$ cat src/rtl/fws_pkg.sv
package fws_pkg;

  typedef enum logic [2:0] {
    MD_IDLE  = 3'd0,
    MD_PROG  = 3'd1,
    MD_ERASE = 3'd2,
    MD_ESUSP = 3'd3,
    MD_SPROG = 3'd4
  } fws_mode_e;

  // Modes in which an internal job drives the device busy.
  function automatic logic mode_is_job(input logic [2:0] m);
    return (m == MD_PROG) || (m == MD_ERASE) || (m == MD_SPROG);
  endfunction

  // Modes in which an erase is pending (running or suspended).
  function automatic logic mode_has_erase(input logic [2:0] m);
    return (m == MD_ERASE) || (m == MD_ESUSP);
  endfunction

  // Data-polling bit for a given mode.
  function automatic logic poll_value(input logic [2:0] m, input logic d7);
    logic v;
    case (m)
      MD_PROG, MD_SPROG: v = ~d7;
      MD_ERASE:          v = 1'b0;
      MD_ESUSP:          v = 1'b1;
      default:           v = d7;
    endcase
    return v;
  endfunction

  // Erase-window indicator for a given mode.
  function automatic logic window_value(input logic [2:0] m, input logic closed);
    logic v;
    case (m)
      MD_ERASE: v = closed;
      MD_ESUSP: v = 1'b1;
      default:  v = 1'b0;
    endcase
    return v;
  endfunction

  // Cycle count of a fixed interval given in microseconds.
  function automatic int guard_cycles(input int mhz, input int us);
    return mhz * us;
  endfunction

  // Width of a down-counter able to hold value n.
  function automatic int count_width(input int n);
    return (n < 2) ? 1 : $clog2(n + 1);
  endfunction

endpackage

$ cat src/rtl/fws_guard_timer.sv
module fws_guard_timer
  import fws_pkg::*;
#(
  parameter int PROG_CYC  = 200,
  parameter int ERASE_CYC = 10000,
  parameter int CYC_W     = 14
) (
  input  logic       clk,
  input  logic       rst_n,
  input  logic [2:0] op_mode,
  input  logic       all_locked,
  output logic       guard_over
);

  logic [2:0]       mode_q;
  logic             run_q;
  logic             over_q;
  logic [CYC_W-1:0] cnt_q;
  logic             mode_chg;
  logic [CYC_W-1:0] load_val;
  logic             last_tick;

  assign mode_chg  = (op_mode != mode_q);
  assign load_val  = (op_mode == MD_ERASE) ? CYC_W'(ERASE_CYC - 1)
                                           : CYC_W'(PROG_CYC - 1);
  assign last_tick = run_q && (cnt_q == CYC_W'(1));

  // A fresh mode never inherits an expiry from the previous one.
  assign guard_over = over_q && !mode_chg;

  always_ff @(posedge clk or negedge rst_n) begin
    if (!rst_n) begin
      mode_q <= MD_IDLE;
      run_q  <= 1'b0;
      over_q <= 1'b0;
      cnt_q  <= '0;
    end else begin
      mode_q <= op_mode;
      if (mode_chg) begin
        run_q  <= mode_is_job(op_mode) && all_locked;
        cnt_q  <= load_val;
        over_q <= 1'b0;
      end else if (last_tick) begin
        run_q  <= 1'b0;
        over_q <= 1'b1;
      end else if (run_q) begin
        cnt_q <= cnt_q - CYC_W'(1);
      end
    end
  end

endmodule

$ cat src/rtl/fws_strobe_track.sv
module fws_strobe_track #(
  parameter int NSECT = 16,
  parameter int SEC_W = 4
) (
  input  logic             clk,
  input  logic             rst_n,
  input  logic             rd_stb,
  input  logic [SEC_W-1:0] live_sec,
  input  logic [NSECT-1:0] sect_mask,
  input  logic             tog6_en,
  input  logic             tog2_ctx,
  output logic             rd_fall,
  output logic             tog6,
  output logic             tog2
);

  logic             rd_q;
  logic [SEC_W-1:0] held_sec;
  logic             held_hit;

  assign rd_fall  = rd_q && !rd_stb;
  assign held_hit = sect_mask[held_sec];

  always_ff @(posedge clk or negedge rst_n) begin
    if (!rst_n) begin
      rd_q     <= 1'b0;
      held_sec <= '0;
    end else begin
      rd_q <= rd_stb;
      if (rd_stb) held_sec <= live_sec;
    end
  end

  always_ff @(posedge clk or negedge rst_n) begin
    if (!rst_n) begin
      tog6 <= 1'b0;
      tog2 <= 1'b0;
    end else if (rd_fall) begin
      if (tog6_en)             tog6 <= ~tog6;
      if (tog2_ctx && held_hit) tog2 <= ~tog2;
    end
  end

endmodule

$ cat src/rtl/fws_compose.sv
module fws_compose
  import fws_pkg::*;
(
  input  logic       clk,
  input  logic       rst_n,
  input  logic [2:0] op_mode,
  input  logic       prog_top,
  input  logic       window_closed,
  input  logic       pulse_fail,
  input  logic       clr_cmd,
  input  logic       guard_over,
  input  logic       live_hit,
  input  logic       tog6,
  input  logic       tog2,
  output logic       job_live,
  output logic       tog2_ctx,
  output logic       fail_flag,
  output logic [7:0] stat_byte,
  output logic       stat_sel,
  output logic       rdy
);

  logic [7:0] raw_byte;

  assign job_live = mode_is_job(op_mode) && !guard_over;
  assign tog2_ctx = mode_has_erase(op_mode) && !guard_over;

  always_ff @(posedge clk or negedge rst_n) begin
    if (!rst_n)          fail_flag <= 1'b0;
    else if (pulse_fail) fail_flag <= 1'b1;
    else if (clr_cmd)    fail_flag <= 1'b0;
  end

  always_comb begin
    raw_byte    = 8'h00;
    raw_byte[7] = poll_value(op_mode, prog_top);
    raw_byte[6] = tog6;
    raw_byte[5] = fail_flag;
    raw_byte[3] = window_value(op_mode, window_closed);
    raw_byte[2] = tog2;
  end

  always_comb begin
    if (job_live)                 stat_sel = 1'b1;
    else if (op_mode == MD_ESUSP) stat_sel = live_hit;
    else                          stat_sel = 1'b0;
  end

  assign stat_byte = stat_sel ? raw_byte : 8'h00;
  assign rdy       = !job_live;

endmodule

$ cat src/rtl/flash_wstat_gen.sv
module flash_wstat_gen
  import fws_pkg::*;
#(
  parameter int ADDR_W   = 20,
  parameter int NSECT    = 16,
  parameter int CLK_MHZ  = 100,
  parameter int PROG_US  = 2,
  parameter int ERASE_US = 100
) (
  input  logic              clk,
  input  logic              rst_n,
  input  logic              rd_stb,
  input  logic [ADDR_W-1:0] rd_addr,
  input  logic [NSECT-1:0]  sect_mask,
  input  logic              prog_top,
  input  logic [2:0]        op_mode,
  input  logic              window_closed,
  input  logic              pulse_fail,
  input  logic              clr_cmd,
  input  logic              all_locked,
  output logic [7:0]        stat_byte,
  output logic              stat_sel,
  output logic              rdy
);

  localparam int SEC_W     = $clog2(NSECT);
  localparam int OFS_W     = ADDR_W - SEC_W;
  localparam int PROG_CYC  = guard_cycles(CLK_MHZ, PROG_US);
  localparam int ERASE_CYC = guard_cycles(CLK_MHZ, ERASE_US);
  localparam int MAX_CYC   = (PROG_CYC > ERASE_CYC) ? PROG_CYC : ERASE_CYC;
  localparam int CYC_W     = count_width(MAX_CYC);

  logic [SEC_W-1:0] live_sec;
  logic             live_hit;
  logic             guard_over;
  logic             job_live;
  logic             tog2_ctx;
  logic             rd_fall;
  logic             tog6;
  logic             tog2;
  logic             fail_flag;

  assign live_sec = SEC_W'(rd_addr >> OFS_W);
  assign live_hit = sect_mask[live_sec];

  fws_guard_timer #(
    .PROG_CYC (PROG_CYC),
    .ERASE_CYC(ERASE_CYC),
    .CYC_W    (CYC_W)
  ) u_guard (
    .clk       (clk),
    .rst_n     (rst_n),
    .op_mode   (op_mode),
    .all_locked(all_locked),
    .guard_over(guard_over)
  );

  fws_strobe_track #(
    .NSECT(NSECT),
    .SEC_W(SEC_W)
  ) u_track (
    .clk      (clk),
    .rst_n    (rst_n),
    .rd_stb   (rd_stb),
    .live_sec (live_sec),
    .sect_mask(sect_mask),
    .tog6_en  (job_live),
    .tog2_ctx (tog2_ctx),
    .rd_fall  (rd_fall),
    .tog6     (tog6),
    .tog2     (tog2)
  );

  fws_compose u_compose (
    .clk          (clk),
    .rst_n        (rst_n),
    .op_mode      (op_mode),
    .prog_top     (prog_top),
    .window_closed(window_closed),
    .pulse_fail   (pulse_fail),
    .clr_cmd      (clr_cmd),
    .guard_over   (guard_over),
    .live_hit     (live_hit),
    .tog6         (tog6),
    .tog2         (tog2),
    .job_live     (job_live),
    .tog2_ctx     (tog2_ctx),
    .fail_flag    (fail_flag),
    .stat_byte    (stat_byte),
    .stat_sel     (stat_sel),
    .rdy          (rdy)
  );

endmodule

$ cat config.mk
export PLATFORM = sky130hd
export DESIGN_NAME = flash_wstat_gen
export DESIGN_NICKNAME = d
export VERILOG_FILES = /design/src/rtl/fws_pkg.sv /design/src/rtl/fws_guard_timer.sv /design/src/rtl/fws_strobe_track.sv /design/src/rtl/fws_compose.sv /design/src/rtl/flash_wstat_gen.sv
export SDC_FILE = /design/constraint.sdc
export NUM_CORES = 1
export LEC_CHECK = 0
export ABC_AREA = 1
export CAP_MARGIN = 25
export CORE_ASPECT_RATIO = 0.7
export CORE_UTILIZATION = 47
export DETAILED_ROUTE_END_ITERATION = 7
export PLACE_DENSITY = 0.8
export SYNTH_ARGS = -nofsm -noshare
export SYNTH_HDL_FRONTEND = slang
export SYNTH_SLANG_ARGS = --single-unit
$ cat constraint.sdc
create_clock -name clk -period 2 [get_ports clk]
set_clock_uncertainty 0.2 [all_clocks]
set_input_delay 0.3 -clock clk [delete_from_list [all_inputs] [get_ports clk]]
set_output_delay 0.3 -clock clk [all_outputs]
set_load 0.01 [all_outputs]
==> results of run 1 <==
-- worst max-delay path, stage by stage (launching register included) --
cell and delay (ps):
dfrtp_1 410, xnor2_2 160, nand4_1 180, nand2_2 110
buf_6 120, buf_6 120, a21oi_2 50, buf_2 140
-- Yosys cell counts, types with 3 or more instances --
library cell,count,share of area
nand3_1,39,0.10
a21oi_1,15,0.040
o21ai_0,17,0.045
xnor2_1,3,0.014
inv_1,45,0.090
dfrtp_1,27,0.36
xor2_1,5,0.023
buf_4,4,0.016
nor2_1,21,0.042
nand2_1,72,0.14
o21ai_1,5,0.013
nand4_1,5,0.017
-- metrics by stage --
stage | setup WS [ps] | power [uW] | hold slack (ps)
6_report | -66.8 | 1470 | 23.9
3_5_place_dp | -828 | 1110 | 263
2_1_floorplan | 274 | 893 | -196
5_1_grt | -135 | 1560 | 30.3
3_3_place_gp | -797 | 1110 | 257
4_1_cts | -66.2 | 1440 | 87.3
-- kinds of logic after synthesis --
kind of cell / share of synthesized area
AO/OA/AOI/OAI: 0.124
AND/OR/NAND/NOR: 0.341
flip-flops: 0.360
XOR/XNOR: 0.0373
buffers and inverters: 0.123
adder cells (fa/ha/maj): 0.0133
other: 0.00200
-- worst paths after layout --
path / end / slack (ps) / depth (start not counted)
max: stat_byte[6] / -70 / 7
min: u_guard.mode_q[1] / 20 / 1
max reg2reg: u_guard.cnt_q[9] / 170 / 10
min reg2reg: u_track.tog2 / 280 / 2
max in group asynchronous: u_guard.cnt_q[6] / 1130 / 2
min in group asynchronous: u_track.held_sec[0] / 190 / 2
-- sequential cells by signal, summed over array words and instances (netlist names) --
signal	count
u_track.rd_q	1
u_compose.fail_flag	1
u_guard.mode_q	3
u_track.tog2	1
u_guard.cnt_q	14
u_track.tog6	1
u_track.held_sec	4
u_guard.over_q	1
u_guard.run_q	1
-- power by group --
part / leakage (uW) / internal (uW) / switching (uW)
Combinational: 0.00101 / 226 / 272
Sequential: 0.000325 / 602 / 56.9
Clock: 0.0000255 / 140 / 177
Total: 0.00136 / 968 / 506
-- layout by cell type (no fill, tap or decap), drive strengths merged --
master	instances
nand2	76
inv	47
buf	46
nand3	40
dfrtp	27
nor2	23
o21ai	22
dlygate4sd2	16
a21oi	15
clkdlybuf4s50	8
nand4	5
xor2	5
clkbuf	5
xnor2	3
conb	3
a31oi	3
o21bai	2
ha	2
clkdlybuf4s15	2
o211ai	1
nand3b	1
clkinv	1
dlygate4sd3	1
-- layout make-up --
class                           instances  area, um2
Clock buffer                            3       41.3
Clock inverter                          1       5.00
Fill cell                             290       1040
Inverter                               47        179
Multi-Input combinational cell        201       1050
Sequential cell                        27        676
Tap cell                               50       62.6
Timing Repair Buffer                   75        619
-- per-layer routing --
metal,track usage,share of wire
met2,0.447,0.42
met4,0.0881,0.023
met1,0.415,0.48
met3,0.0639,0.077
met5,0,0
-- repair_timing --
item / in CTS / in global routing
endpoints found under the hold margin: 0 / 1
setup endpoints to repair: 7 / 8
resized for setup: 70 / 18
hold buffers: 0 / 1
pin swaps: 16 / 6
setup buffers: 13 / 0
==> flow_metrics.env, run 1 <==
export IMPL_status="finished, violations left"
export IMPL_violations="setup timing"
export IMPL_placed_cell_area_um2=2460
export IMPL_finalNetCount=404
export IMPL_power_density_nw_per_um2=559
export IMPL_dr_total_vias=2108
export IMPL_clk_path_buf_depth=2
export IMPL_grt_pass1_vias=1969
export IMPL_endpoint_kind="output port"
export IMPL_final_cell_count_no_fill=404
export IMPL_finalHoldViolations=0
export IMPL_syn_inst=281
export IMPL_timing_final_ws_setup_ps=-66.8
export IMPL_dieArea_um2=4260
export IMPL_ys_seq_elements=27
export IMPL_holdCritPathClass="in -> reg"
export IMPL_rows=18
export IMPL_clkSlewWorstSetupHoldPaths_ps=100
export IMPL_final_setup_viol_count=3
export IMPL_start_util=0.512
export IMPL_die_h_um=54.9
export IMPL_rsz0062_at_grt="yes"
export IMPL_routed_wirelength_um=5710
export IMPL_yosys_warnings=0
export IMPL_diodes=0
export IMPL_fin_setup_tns_ps=-190
export IMPL_grt_usage=0.291
export IMPL_clk_root_buffer_cell="clkbuf_8"
export IMPL_ios=57
export IMPL_synthesis_area_um2=1880
export IMPL_startpoint_type="flip-flop"
export IMPL_synth_edf_count=0
export IMPL_portBuffers=37
export IMPL_fin_crit_sh=1.03
export IMPL_insertion_delay_ps=280
export IMPL_vias_per_cell=5.22
export IMPL_dr_pass1_iters=4
export IMPL_cts_made_buffers=3
export IMPL_avgSynthCellArea_um2=6.69
export IMPL_grt_max_degree=28
export IMPL_timing_final_max_slew_violations=0
export IMPL_ir_drop_v=0.000333
export IMPL_grt_overflow_total=0
export IMPL_drt_iter0_drc=222
export IMPL_cp_arrival_ps=1570
export IMPL_cts_sinks=27
export IMPL_coreArea_um2=3670
export IMPL_synth_async_sr_flop_share=1.00
export IMPL_startpoint="u_guard.mode_q[0]"
export IMPL_yosysUniqueCellTypes=27
export IMPL_drtAntennaViolNets=0
export IMPL_p_leak_uw=0.00136
export IMPL_final_min_clock_period_ps=2070
export IMPL_worstPathRequired_ps=1500
export IMPL_criticalPathCategory="reg -> out"
export IMPL_place_congestion=1.04
export IMPL_maxCapViolCount=0
export IMPL_wire_per_inst_um=14.1
export IMPL_crit_path_max_fanout=4
export IMPL_fmax_mhz=484
export IMPL_syn_to_final_growth_pct=40.2
export IMPL_route_detailed_drc=0
export IMPL_drive_gt1_frac=0.218
export IMPL_grt_antenna_before_repair=0
export IMPL_fp_dieW_um=77.6
export IMPL_dp_hpwl_um=4050
export IMPL_yosysSeqAreaShare=0.360
export IMPL_synth_flop_cell="dfrtp_1"
export IMPL_fin_util=0.718
export IMPL_min_delay_start="op_mode[1]"
export IMPL_dpl_cell_count=386
export IMPL_h_tree_depth=1
export IMPL_final_area_um2=2640
export IMPL_cts_tree="yes"
export IMPL_grt_pass1_wl_um=9390
export IMPL_timing_rr_start="u_guard.cnt_q[1]"
Note: power is estimated with default switching activity, not from simulation.
==> run 2, diff against run 1 <==
Settings changed: CELL_PAD_IN_SITES_DETAIL_PLACEMENT from default to 1, CELL_PAD_IN_SITES_GLOBAL_PLACEMENT from default to 1, CORE_UTILIZATION 47 to 32, GPL_TIMING_DRIVEN from default to 0, PLACE_DENSITY 0.8 to default, PLACE_DENSITY_LB_ADDON from default to 0.1.
==> run 2 against run 1 <==
The flow still finishes with violations (setup timing). First-iteration DRC count shrank 70%. Combinational power shrank 8.6%. Wire length grew 0.25%. Largest power group unchanged.
==> flow_metrics.env, run 2 (synthesized netlist as in run 1, its figures left out) <==
export IMPL_syn_to_final_growth_pct=34.4
export IMPL_power_density_nw_per_um2=567
export IMPL_timing_rr_start="u_guard.cnt_q[5]"
export IMPL_cts_made_buffers=3
export IMPL_cp_top_family="flip-flops"
export IMPL_layout_commonest_cell="nand2_1"
export IMPL_dpl_cell_count=392
export IMPL_rows=22
export IMPL_placed_cell_area_um2=2360
export IMPL_post_place_ws_ps=-848
export IMPL_top_register="u_guard.cnt_q"
export IMPL_routed_wirelength_um=5730
export IMPL_insertion_delay_ps=270
export IMPL_dp_hpwl_um=4500
export IMPL_dr_total_vias=1986
export IMPL_place_congestion=0.790
export IMPL_startpoint_type="flip-flop"
export IMPL_wire_per_inst_um=14.0
export IMPL_top_regs="u_guard.cnt_q (14), u_track.held_sec (4), u_guard.mode_q (3)"
export IMPL_maxSlewHeadroom=0.655
export IMPL_grt_antenna_before_repair=0
export IMPL_ir_drop_v=0.000310
export IMPL_crit_path_max_fanout=6
export IMPL_fp_dieW_um=93.6
export IMPL_final_min_clock_period_ps=2040
export IMPL_fin_setup_tns_ps=-119
export IMPL_clkSlewWorstSetupHoldPaths_ps=90
export IMPL_diodes=0
export IMPL_grt_overflow_total=0
export IMPL_cts_sinks=27
export IMPL_drive_gt1_frac=0.178
export IMPL_reg2regPathDepth=8
export IMPL_tightest_slew_ps=517
export IMPL_timing_final_ws_setup_ps=-41.8
export IMPL_drtAntennaViolNets=0
export IMPL_die_h_um=66.1
export IMPL_cp_arrival_ps=1540
export IMPL_clk_path_buf_depth=2
export IMPL_endpoint_kind="output port"
export IMPL_critPathCapture="stat_byte[5]"
export IMPL_reg2reg_slack_ps=140
export IMPL_grt_pass1_wl_um=9580
export IMPL_final_setup_viol_count=3
export IMPL_whs_ps=22.9
export IMPL_grt_pass1_vias=1999
export IMPL_finalHoldViolations=0
export IMPL_timing_rr_end="u_guard.cnt_q[13]"
export IMPL_path_cells="xnor2_2 > nand4_1 > nand2_2 > buf_6 > buf_6 > a21oi_2 > buf_2"
export IMPL_grt_max_degree=20
export IMPL_finalNetCount=387
export IMPL_worstPathRequired_ps=1500
export IMPL_route_detailed_drc=0
export IMPL_startpoint="u_guard.mode_q[0]"
export IMPL_maxCapViolCount=0
export IMPL_ios=57
export IMPL_critical_path_max_stage_delay_ps=400
export IMPL_criticalPathCategory="reg -> out"
export IMPL_drt_iter0_drc=66
export IMPL_fmax_mhz=490
export IMPL_fin_crit_sh=1.02
export IMPL_timing_final_max_slew_violations=0
export IMPL_largest_reg_flops=14
export IMPL_violations="setup timing"
export IMPL_dieArea_um2=6190
export IMPL_final_cell_count_no_fill=409
export IMPL_coreArea_um2=5450
export IMPL_vias_per_cell=4.86
export IMPL_cts_tree="yes"
export IMPL_dr_pass1_iters=4
export IMPL_p_leak_uw=0.00129
export IMPL_portBuffers=36
export IMPL_start_util=0.345
export IMPL_crit_top_cell="buf_6"
export IMPL_worst_path_buf_inv=3
export IMPL_cp_depth=7
export IMPL_grt_usage=0.205
export IMPL_clk_root_buffer_cell="clkbuf_8"
export IMPL_holdCritPathClass="in -> reg"
export IMPL_h_tree_depth=1
export IMPL_rsz0062_at_grt="yes"
export IMPL_layout_common_cells="nand2_1 (68), inv_1 (44), nand3_1 (36)"
export IMPL_status="finished, violations left"
export IMPL_crit_slowest_cell="dfrtp_1"
export IMPL_final_area_um2=2530
export IMPL_hold_buffers=0
[run 2: how the worst min path moves through the flow]
stage / from / endpoint / slack, ps / cells after the start
floorplan: rst_n / u_compose.fail_flag / -200 / 0
global placement: u_track.tog6 / u_track.tog6 / 260 / 1
detailed placement: u_track.tog2 / u_track.tog2 / 290 / 2
CTS: op_mode[2] / u_guard.mode_q[2] / 130 / 1
global route: op_mode[1] / u_guard.mode_q[1] / 20 / 1
finish: op_mode[1] / u_guard.mode_q[1] / 20 / 1
[run 2: through the flow]
| step | util | power [uW] |
|---|---|---|
| global placement | 0.429 | 1080 |
| global route | 0.463 | 1520 |
| finish | 0.463 | 1430 |
| detailed placement | 0.434 | 1100 |
| CTS | 0.465 | 1440 |
| floorplan | - | 893 |
[run 2: cell type report]
type	count	area, um2
plain buffers	8	57.6
clock buffers	4	45.0
fillers	725	2920
inverters	47	181
multi-input cells	201	1050
flip-flops and latches	27	676
well taps	72	90.1
repair buffers	50	427
[run 2: metal layers]
metal  GRT usage  up-vias  share of wire
met5           0        -              0
met4      0.0269        0         0.0031
met3      0.0368        2          0.043
met2       0.305       36           0.40
met1       0.313      947           0.55
li1            -     1001              -
[run 2: what timing repair did]
| item | 4_1_cts | 5_1_grt |
|---|---|---|
| hold endpoints to repair | 0 | 0 |
| setup buffers | 13 | 0 |
| gates resized for setup | 70 | 12 |
| endpoints found under the setup margin | 7 | 8 |
| pin swaps | 17 | 3 |
[run 2: where the power goes]
part | leakage [uW] | switching, uW | internal (uW) | total [uW]
clock network | 0.0000228 | 174 | 143 | 317
registers | 0.000325 | 56.0 | 602 | 658
logic | 0.000939 | 264 | 192 | 455
total | 0.00129 | 494 | 937 | 1430
